--- config.mk ---
export PLATFORM = sky130hd
export DESIGN_NAME = area_bus_ctrl
export DESIGN_NICKNAME = d
export VERILOG_FILES = /design/src/rtl/abc_area_decode.sv /design/src/rtl/abc_prio_arb.sv /design/src/rtl/abc_access_seq.sv /design/src/rtl/area_bus_ctrl.sv
export SDC_FILE = /design/constraint.sdc
export NUM_CORES = 1
export LEC_CHECK = 0
export ABC_AREA = 1
export ABC_CLOCK_PERIOD_IN_PS = 3840
export CORE_AREA = 2 2 67 69
export CTS_BUF_LIST = sky130_fd_sc_hd__clkbuf_8
export DETAILED_ROUTE_END_ITERATION = 10
export DIE_AREA = 0 0 69 71
export DONT_BUFFER_PORTS = 1
export PLACE_DENSITY = 0.82
export SLEW_MARGIN = 20
export SYNTH_ARGS = -nofsm -noshare
export SYNTH_HDL_FRONTEND = slang
export SYNTH_SLANG_ARGS = --single-unit
--- constraint.sdc ---
create_clock -name clk_i -period 3.84 [get_ports clk_i]
set_clock_uncertainty 0.2 [all_clocks]
set_input_delay 0.576 -clock clk_i [delete_from_list [all_inputs] [get_ports clk_i]]
set_output_delay 0.576 -clock clk_i [all_outputs]
set_load 0.1 [all_outputs]
--- src/rtl/abc_area_decode.sv ---
module abc_area_decode #(
    parameter int ADDR_W     = 24,
    parameter int AREA_BITS  = 3,
    parameter int WAIT_W     = 2,
    parameter int DRAM_FIRST = 2,
    parameter int DRAM_AREAS = 4
) (
    input  logic [ADDR_W-1:0]                    addr_i,
    input  logic [(1<<AREA_BITS)*WAIT_W-1:0]     cfg_wait_i,
    input  logic [(1<<AREA_BITS)-1:0]            cfg_wide_i,
    input  logic [DRAM_AREAS-1:0]                cfg_dram_i,
    output logic [AREA_BITS-1:0]                 area_o,
    output logic [WAIT_W-1:0]                    waits_o,
    output logic                                 wide_o,
    output logic                                 dram_o
);
    localparam int NUM_AREAS = 1 << AREA_BITS;

    logic [NUM_AREAS-1:0] is_dram;

    for (genvar i = 0; i < NUM_AREAS; i++) begin : g_area
        if (i >= DRAM_FIRST && i < DRAM_FIRST + DRAM_AREAS) begin : g_dram
            assign is_dram[i] = cfg_dram_i[i-DRAM_FIRST];
        end else begin : g_sram
            assign is_dram[i] = 1'b0;
        end
    end

    always_comb begin
        area_o  = addr_i[ADDR_W-1 -: AREA_BITS];
        waits_o = cfg_wait_i[area_o*WAIT_W +: WAIT_W];
        wide_o  = cfg_wide_i[area_o];
        dram_o  = is_dram[area_o];
    end
endmodule

--- src/rtl/abc_prio_arb.sv ---
module abc_prio_arb #(
    parameter int NUM_MASTERS = 4,
    parameter int MIDX_W      = 2
) (
    input  logic [NUM_MASTERS-1:0] req_i,
    output logic                   any_o,
    output logic [MIDX_W-1:0]      idx_o
);
    always_comb begin
        any_o = |req_i;
        idx_o = '0;
        for (int i = 0; i < NUM_MASTERS; i++) begin
            if (req_i[i]) idx_o = MIDX_W'(i);
        end
    end
endmodule

--- src/rtl/abc_access_seq.sv ---
module abc_access_seq #(
    parameter int ADDR_W    = 24,
    parameter int AREA_BITS = 3,
    parameter int WAIT_W    = 2,
    parameter int MIDX_W    = 2
) (
    input  logic                 clk_i,
    input  logic                 rst_ni,
    input  logic                 start_i,
    input  logic [MIDX_W-1:0]    owner_i,
    input  logic [ADDR_W-1:0]    addr_i,
    input  logic                 we_i,
    input  logic [AREA_BITS-1:0] area_i,
    input  logic [WAIT_W-1:0]    waits_i,
    input  logic                 wide_i,
    input  logic                 dram_i,
    output logic                 busy_o,
    output logic [MIDX_W-1:0]    owner_o,
    output logic [ADDR_W-1:0]    addr_o,
    output logic                 we_o,
    output logic [AREA_BITS-1:0] area_o,
    output logic                 wide_o,
    output logic                 dram_o,
    output logic                 first_o,
    output logic                 last_o
);
    typedef struct packed {
        logic                 busy;
        logic [MIDX_W-1:0]    owner;
        logic [ADDR_W-1:0]    addr;
        logic                 we;
        logic [AREA_BITS-1:0] area;
        logic                 wide;
        logic                 dram;
        logic                 first;
        logic [WAIT_W-1:0]    cnt;
    } seq_t;

    seq_t st_d, st_q;

    always_comb begin
        st_d = st_q;
        if (!st_q.busy) begin
            if (start_i) begin
                st_d.busy  = 1'b1;
                st_d.owner = owner_i;
                st_d.addr  = addr_i;
                st_d.we    = we_i;
                st_d.area  = area_i;
                st_d.wide  = wide_i;
                st_d.dram  = dram_i;
                st_d.first = 1'b1;
                st_d.cnt   = (dram_i && waits_i == '0) ? WAIT_W'(1) : waits_i;
            end
        end else begin
            st_d.first = 1'b0;
            if (st_q.cnt == '0) begin
                st_d.busy = 1'b0;
            end else begin
                st_d.cnt = st_q.cnt - WAIT_W'(1);
            end
        end
    end

    always_ff @(posedge clk_i) begin
        if (!rst_ni) begin
            st_q <= '0;
        end else begin
            st_q <= st_d;
        end
    end

    assign busy_o  = st_q.busy;
    assign owner_o = st_q.owner;
    assign addr_o  = st_q.addr;
    assign we_o    = st_q.we;
    assign area_o  = st_q.area;
    assign wide_o  = st_q.wide;
    assign dram_o  = st_q.dram;
    assign first_o = st_q.first;
    assign last_o  = st_q.busy && (st_q.cnt == '0);
endmodule

--- src/rtl/area_bus_ctrl.sv ---
module area_bus_ctrl #(
    parameter int ADDR_W      = 24,
    parameter int AREA_BITS   = 3,
    parameter int WAIT_W      = 2,
    parameter int NUM_MASTERS = 4,
    parameter int DRAM_FIRST  = 2,
    parameter int DRAM_AREAS  = 4
) (
    input  logic                                clk_i,
    input  logic                                rst_ni,
    input  logic [NUM_MASTERS-1:0]              req_i,
    input  logic [NUM_MASTERS*ADDR_W-1:0]       addr_i,
    input  logic [NUM_MASTERS-1:0]              we_i,
    input  logic [(1<<AREA_BITS)*WAIT_W-1:0]    cfg_wait_i,
    input  logic [(1<<AREA_BITS)-1:0]           cfg_wide_i,
    input  logic [DRAM_AREAS-1:0]               cfg_dram_i,
    output logic [NUM_MASTERS-1:0]              gnt_o,
    output logic [(1<<AREA_BITS)-1:0]           cs_o,
    output logic [ADDR_W-1:0]                   bus_addr_o,
    output logic                                bus_we_o,
    output logic                                bus_wide_o,
    output logic                                ready_o,
    output logic                                ras_n_o,
    output logic                                cas_n_o
);
    localparam int NUM_AREAS = 1 << AREA_BITS;
    localparam int MIDX_W    = (NUM_MASTERS > 1) ? $clog2(NUM_MASTERS) : 1;

    logic                 req_any;
    logic [MIDX_W-1:0]    req_idx;
    logic [ADDR_W-1:0]    sel_addr;
    logic                 sel_we;
    logic [AREA_BITS-1:0] dec_area;
    logic [WAIT_W-1:0]    dec_waits;
    logic                 dec_wide;
    logic                 dec_dram;

    logic                 busy;
    logic [MIDX_W-1:0]    owner_q;
    logic [AREA_BITS-1:0] area_q;
    logic                 wide_q;
    logic                 dram_q;
    logic                 first_q;

    abc_prio_arb #(
        .NUM_MASTERS(NUM_MASTERS),
        .MIDX_W     (MIDX_W)
    ) u_arb (
        .req_i(req_i),
        .any_o(req_any),
        .idx_o(req_idx)
    );

    always_comb begin
        sel_addr = addr_i[req_idx*ADDR_W +: ADDR_W];
        sel_we   = we_i[req_idx];
    end

    abc_area_decode #(
        .ADDR_W    (ADDR_W),
        .AREA_BITS (AREA_BITS),
        .WAIT_W    (WAIT_W),
        .DRAM_FIRST(DRAM_FIRST),
        .DRAM_AREAS(DRAM_AREAS)
    ) u_dec (
        .addr_i    (sel_addr),
        .cfg_wait_i(cfg_wait_i),
        .cfg_wide_i(cfg_wide_i),
        .cfg_dram_i(cfg_dram_i),
        .area_o    (dec_area),
        .waits_o   (dec_waits),
        .wide_o    (dec_wide),
        .dram_o    (dec_dram)
    );

    abc_access_seq #(
        .ADDR_W   (ADDR_W),
        .AREA_BITS(AREA_BITS),
        .WAIT_W   (WAIT_W),
        .MIDX_W   (MIDX_W)
    ) u_seq (
        .clk_i  (clk_i),
        .rst_ni (rst_ni),
        .start_i(req_any),
        .owner_i(req_idx),
        .addr_i (sel_addr),
        .we_i   (sel_we),
        .area_i (dec_area),
        .waits_i(dec_waits),
        .wide_i (dec_wide),
        .dram_i (dec_dram),
        .busy_o (busy),
        .owner_o(owner_q),
        .addr_o (bus_addr_o),
        .we_o   (bus_we_o),
        .area_o (area_q),
        .wide_o (wide_q),
        .dram_o (dram_q),
        .first_o(first_q),
        .last_o (ready_o)
    );

    for (genvar m = 0; m < NUM_MASTERS; m++) begin : g_gnt
        assign gnt_o[m] = busy && (owner_q == MIDX_W'(m));
    end

    for (genvar a = 0; a < NUM_AREAS; a++) begin : g_cs
        assign cs_o[a] = busy && (area_q == AREA_BITS'(a));
    end

    assign bus_wide_o = busy && wide_q;
    assign ras_n_o    = !(busy && dram_q);
    assign cas_n_o    = !(busy && dram_q && !first_q);
endmodule

# Word level (Yosys, flattened, before mapping)

Cells that the tools add are included.

Add/subtract/negate cells: 1
Multiply operators: 1
Div/mod/pow operators: 0
Magnitude comparators: 2
Equality and inequality tests: 11
Shift-type cells: 2
Multiplexer cells: 15
Bitwise gates (word level): 2
Reduce and logical (&&, ||, !) cells: 29

Operators by type and width:

| kind                  | number |
|---|---|
| $shiftx A96 B8 Y24    | 1 |
| $mux W36              | 1 |
| $logic_and A1 B1 Y1   | 17 |
| $shiftx A16 B5 Y2     | 1 |
| $eq A3 B3 Y1 const B  | 4 |
| $mux W2               | 5 |
| $bmux W1 S3           | 2 |
| $eq A3 B2 Y1 const B  | 2 |
| $logic_not A2 Y1      | 3 |
| $mux W1               | 6 |
| $eq A2 B2 Y1 const B  | 2 |
| $lt A3 B4 Y1 const B  | 1 |
| $mul A2 B2 Y4 const B | 1 |
| $reduce_and A2 Y1     | 2 |
| $reduce_or A4 Y1      | 1 |
| $eq A3 B1 Y1 const B  | 1 |
| $logic_not A1 Y1      | 3 |
| $logic_not A3 Y1      | 1 |
| $lt A2 B3 Y1 const B  | 1 |
| $bmux W1 S2           | 1 |
| $eq A2 B1 Y1 const B  | 1 |
| $ne A2 B2 Y1 const B  | 1 |
| $not A1 Y1            | 2 |
| $reduce_bool A2 Y1    | 1 |
| other kinds (2)       | 2 |

Register bits: 36
Latch bits: 0
Memory bits (writable): 0
Memory bits (read-only): 0
Bits of input ports: 134
Memories kept: 0

# Longest topological paths before layout

Word-level depth: 11
Gate-level depth with buffers: 15

# Cells and area by module

Synthesis repeated with hierarchy kept, for this count alone.

Cell total of the unflattened synthesis: 624
Area, all modules: 3352.0 sq um

By module, submodules not included:

| module          | times used | cells an instance | area an instance (sq um) | sequential area each (sq um) |
|---|---|---|---|---|
| abc_access_seq  | 1          | 205               | 1567.8                   | 720.7 |
| area_bus_ctrl   | 1          | 320               | 1358.8                   | 0.0 |
| abc_area_decode | 1          | 91                | 392.9                    | 0.0 |
| abc_prio_arb    | 1          | 8                 | 32.5                     | 0.0 |

# Least setup slack after synthesis

Ideal clock, no wire load.

Path kind: reg2out
From: reg u_seq.st_q, in the netlist u_seq.busy_o
To: out gnt_o[0]
Arrival time: 2.727 ns
Setup slack: 0.337 ns
Cell stages (with the launch flop): 4
Path through: dfxtp_1 -> clkbuf_1 -> inv_1 -> nor3_1

Word-level cells in the longest chain between the ends: 1

Ends and longest elaborated chain:

| item                   | RTL line             | RTL |
|---|---|---|
| from (decl)            | abc_access_seq.sv:39 | `seq_t st_d, st_q;` |
| from (signal assigned) | abc_access_seq.sv:69 | `st_q <= st_d;` |
| $logic_and A1 B1 Y1    | area_bus_ctrl.sv:104 | `assign gnt_o[m] = busy && (owner_q == MIDX_W'(m));` |
| to (decl)              | area_bus_ctrl.sv:17  | `output logic [NUM_MASTERS-1:0] gnt_o,` |

No other way between the ends.

# Worst setup path after layout

From: in req_i[3]
To: reg u_seq.st_q, in the netlist u_seq.wide_o

Word-level cells in the longest chain between the ends: 5
Elaborated cells on any way between the ends: 7
Those cells by class: mul (1); shift (1); mux (3); reduce/logical (2)

Ends and longest elaborated chain:

| item                          | RTL line              | RTL |
|---|---|---|
| from (decl)                   | area_bus_ctrl.sv:11   | `input logic [NUM_MASTERS-1:0] req_i,` |
| $mux W2                       | abc_prio_arb.sv:13    | `if (req_i[i]) idx_o = MIDX_W'(i);` |
| $mul A2 B2 Y4                 | area_bus_ctrl.sv:55   | `sel_addr = addr_i[req_idx*ADDR_W +: ADDR_W];` |
| $shiftx A96 B8 Y24            | area_bus_ctrl.sv:55   |  |
| $bmux W1 S3                   | abc_area_decode.sv:32 | `wide_o = cfg_wide_i[area_o];` |
| $mux W1 (implied by the code) | abc_area_decode.sv:32 |  |

Parallel ways exist; a longest one is shown, timed or not. The select of a mux whose other input is x is not followed.
A chain may end at the register's enable or synchronous reset.

==> results.cfg <==
[place]
gp_congestion = 0.9241
place_area_mm2 = 0.002567
dpl.hpwl_um = 5219
post-place-cells = 439
portBuffers = 0

[critical_path]
critPathMostFrequentCell = nor2_2
slowest_delay_ns = 0.60
crit_required_ns = 3.81
rr_worst_depth = 8
crit_fanout = 27
setup.worst_path.class = primary input to register
critical-path-slowest-cell = clkinv_1
arrival_ns = 2.55
end_kind = register
cp_num_cells = 10
crit_path_start_kind = primary input
critPathTopFamily = buffers and inverters
critPathBufInv = 3
crit_chain = nor2_2, buf_4, inv_2, nor3_2, nor2_2, clkinv_1, nor2_1, nand3_1, o211ai_2, a21oi_2

[die]
io_pins = 175
die-area_mm2 = 0.004899
rows = 24
initial_core_util_pct = 60.60
dieWidth_um = 69
core_mm2 = 0.004204
die_h_um = 71

[clocking]
clock-sinks = 33
cts_tree = done
cts_resized = 0
clock-root-buffer = clkbuf_8
cts_setup_buffers = 0
cts_hold_buf = 0
clkLatencyLatePin_ns = 0.28
clk_pin_slew_worst_paths_ns = 0.06
clockBufferDepth = 2
cts_made_buffers = 5
cts-htree-levels = 2

[synth]
synthArstFlopShare_pct = 0
synth-main-ff-cell = dfxtp_1
yosysSeqAreaShare_pct = 25.93
synthCells = 416
synth_seq_cells = 33
synth_area_leaders = dfxtp_1, nor2_1, o21ai_0, nand2_1, buf_4
post-synth-top-area-cell = dfxtp_1
yosysUniqueCellTypes = 38
postSynthAreaPerCell_um2 = 6.124
synth_edf_count = 0
synth_nets = 551
synth_top_area_share_pct = 25.93
syn_area_mm2 = 0.002547
yosysWarnings = 0

[global_routing]
antenna_found_initial = 0
grtUsageTotal_pct = 27.81
grt_max_degree = 33
grtUsageMet2_pct = 49.47
use_met1_pct = 32.37
grt.overflow.total = 0
grt_pass1_vias = 2410
grt_pass1_wl_um = 11270
grt-busiest-layer = met2
gr-usage-met3_pct = 7.550

[sta]
max_freq_mhz = 386.5
rsz0062_at_grt = false
finalHoldViolCount = 0
finalSetupViolCount = 0
layout_min_cycle_time_ns = 2.587
max_slew_margin_pct = 32.63
post-route-period-util_pct = 67.37
worst_pin_slew_ns = 1.009
hold_slack_ns = 0.2342
setup-tns-final_ns = 0
slew_viol_final = 0

[detailed_routing]
drc_errors = 0
wl_per_cell_um = 15.89
avgViaCountPerCell = 5.991
drt_iter0_drc = 170
drtPass1Iterations = 4
finalWirelength_um = 7105
postRouteAntennaNets = 0
via_count = 2678

[status]
status = completed

[finish]
drive_above_1_share_pct = 15.19
syn_to_final_growth_pct = 4.027
final_cell_area_mm2 = 0.002650
n_antenna_cell = 0
final-seq-area_um2 = 660.6
final_cells = 447
multi_input_area_mm2 = 0.001525
fin_nets = 529
n_fill_cell = 407

[pwr]
power.leakage_nw = 1.146
power.total_mw = 1.371
peakVddDrop_mv = 0.2644
power.density_mw_per_mm2 = 517.2

[min_path]
holdPathStages = 2
hold_path.class = primary input to register

[run]
drv_cap = 0
==> placed cells by master (no fill, tap or decap), drive strengths merged, types with 3 or more instances in the layout <==
| cell | netlist | routed |
|---|---|---|
| a21oi | 9 | 9 |
| nor2 | 105 | 105 |
| or2 | 3 | 3 |
| nor3 | 5 | 5 |
| buf | 31 | 14 |
| o211ai | 4 | 4 |
| dfxtp | 33 | 33 |
| clkbuf | 16 | 9 |
| inv | 27 | 28 |
| nand3 | 15 | 15 |
| clkinv | 2 | 4 |
| nand2 | 60 | 60 |
| o21ai | 78 | 78 |
| o22ai | 22 | 22 |
==> synthesized netlist by cell type (2+ instances only) <==
library cell  number
clkinv_1           2
buf_2              4
buf_4             24
nor2_2             2
nand2_4            5
o211ai_1           2
o211ai_2           2
nor2_1           103
nand2_1           53
a21oi_2            2
inv_2              5
o21ai_0           76
nand3_1           14
dfxtp_1           33
inv_1             21
a21oi_1            7
clkbuf_1          16
nor3_1             4
o22ai_1           22
==> layout make-up <==
class                      instances  area share [%]
inverter                          29           4.202
sequential                        33           24.93
multi-input combinational        307           57.55
clock buffer                       5           2.597
clock inverter                     3          0.5194
tap                               52           2.455
timing repair buffer              18           7.743
==> sequential cells by signal, indices dropped and copies added (netlist names) <==
register       count
u_seq.addr_o      21
u_seq.area_o       3
u_seq.busy_o       1
u_seq.dram_o       1
u_seq.first_o      1
u_seq.owner_o      2
u_seq.st_q         2
u_seq.we_o         1
u_seq.wide_o       1
==> per-layer routing <==
metal	vias up	part of all wire [%]
met5	-	0
met4	0	1.8
met3	12	7.6
met2	145	50
met1	1216	41
li1	1305	-
==> stage by stage <==
step	utilization (%)	setup WS [ns]
2_1_floorplan	-	0.3368
3_3_place_gp	61.07	1.083
3_5_place_dp	61.07	0.9337
4_1_cts	63.04	1.254
5_1_grt	63.04	1.091
6_report	63.04	1.253
==> path summary, 6_finish.rpt <==
check	start	endpoint	slack [ns]
setup / recovery	req_i[3]	u_seq.wide_o	1.25
setup reg to reg	u_seq.st_q[0]	u_seq.st_q[0]	1.76
hold reg to reg	u_seq.first_o	u_seq.first_o	0.29
hold / removal	rst_ni	u_seq.wide_o	0.23
==> power by group <==
group	total [mW]	internal (mW)	switching, mW
combinational	0.457	0.130	0.327
clock	0.245	0.123	0.122
sequential	0.669	0.394	0.275
==> cell families after synthesis <==
logic type	share of synthesized area (%)
flip-flops	25.93
buffers and inverters	15.77
AO/OA/AOI/OAI	25.79
adder cells (fa/ha/maj)	0.4911
AND/OR/NAND/NOR	32.02
No activity file was read; power rests on OpenSTA's default activity.
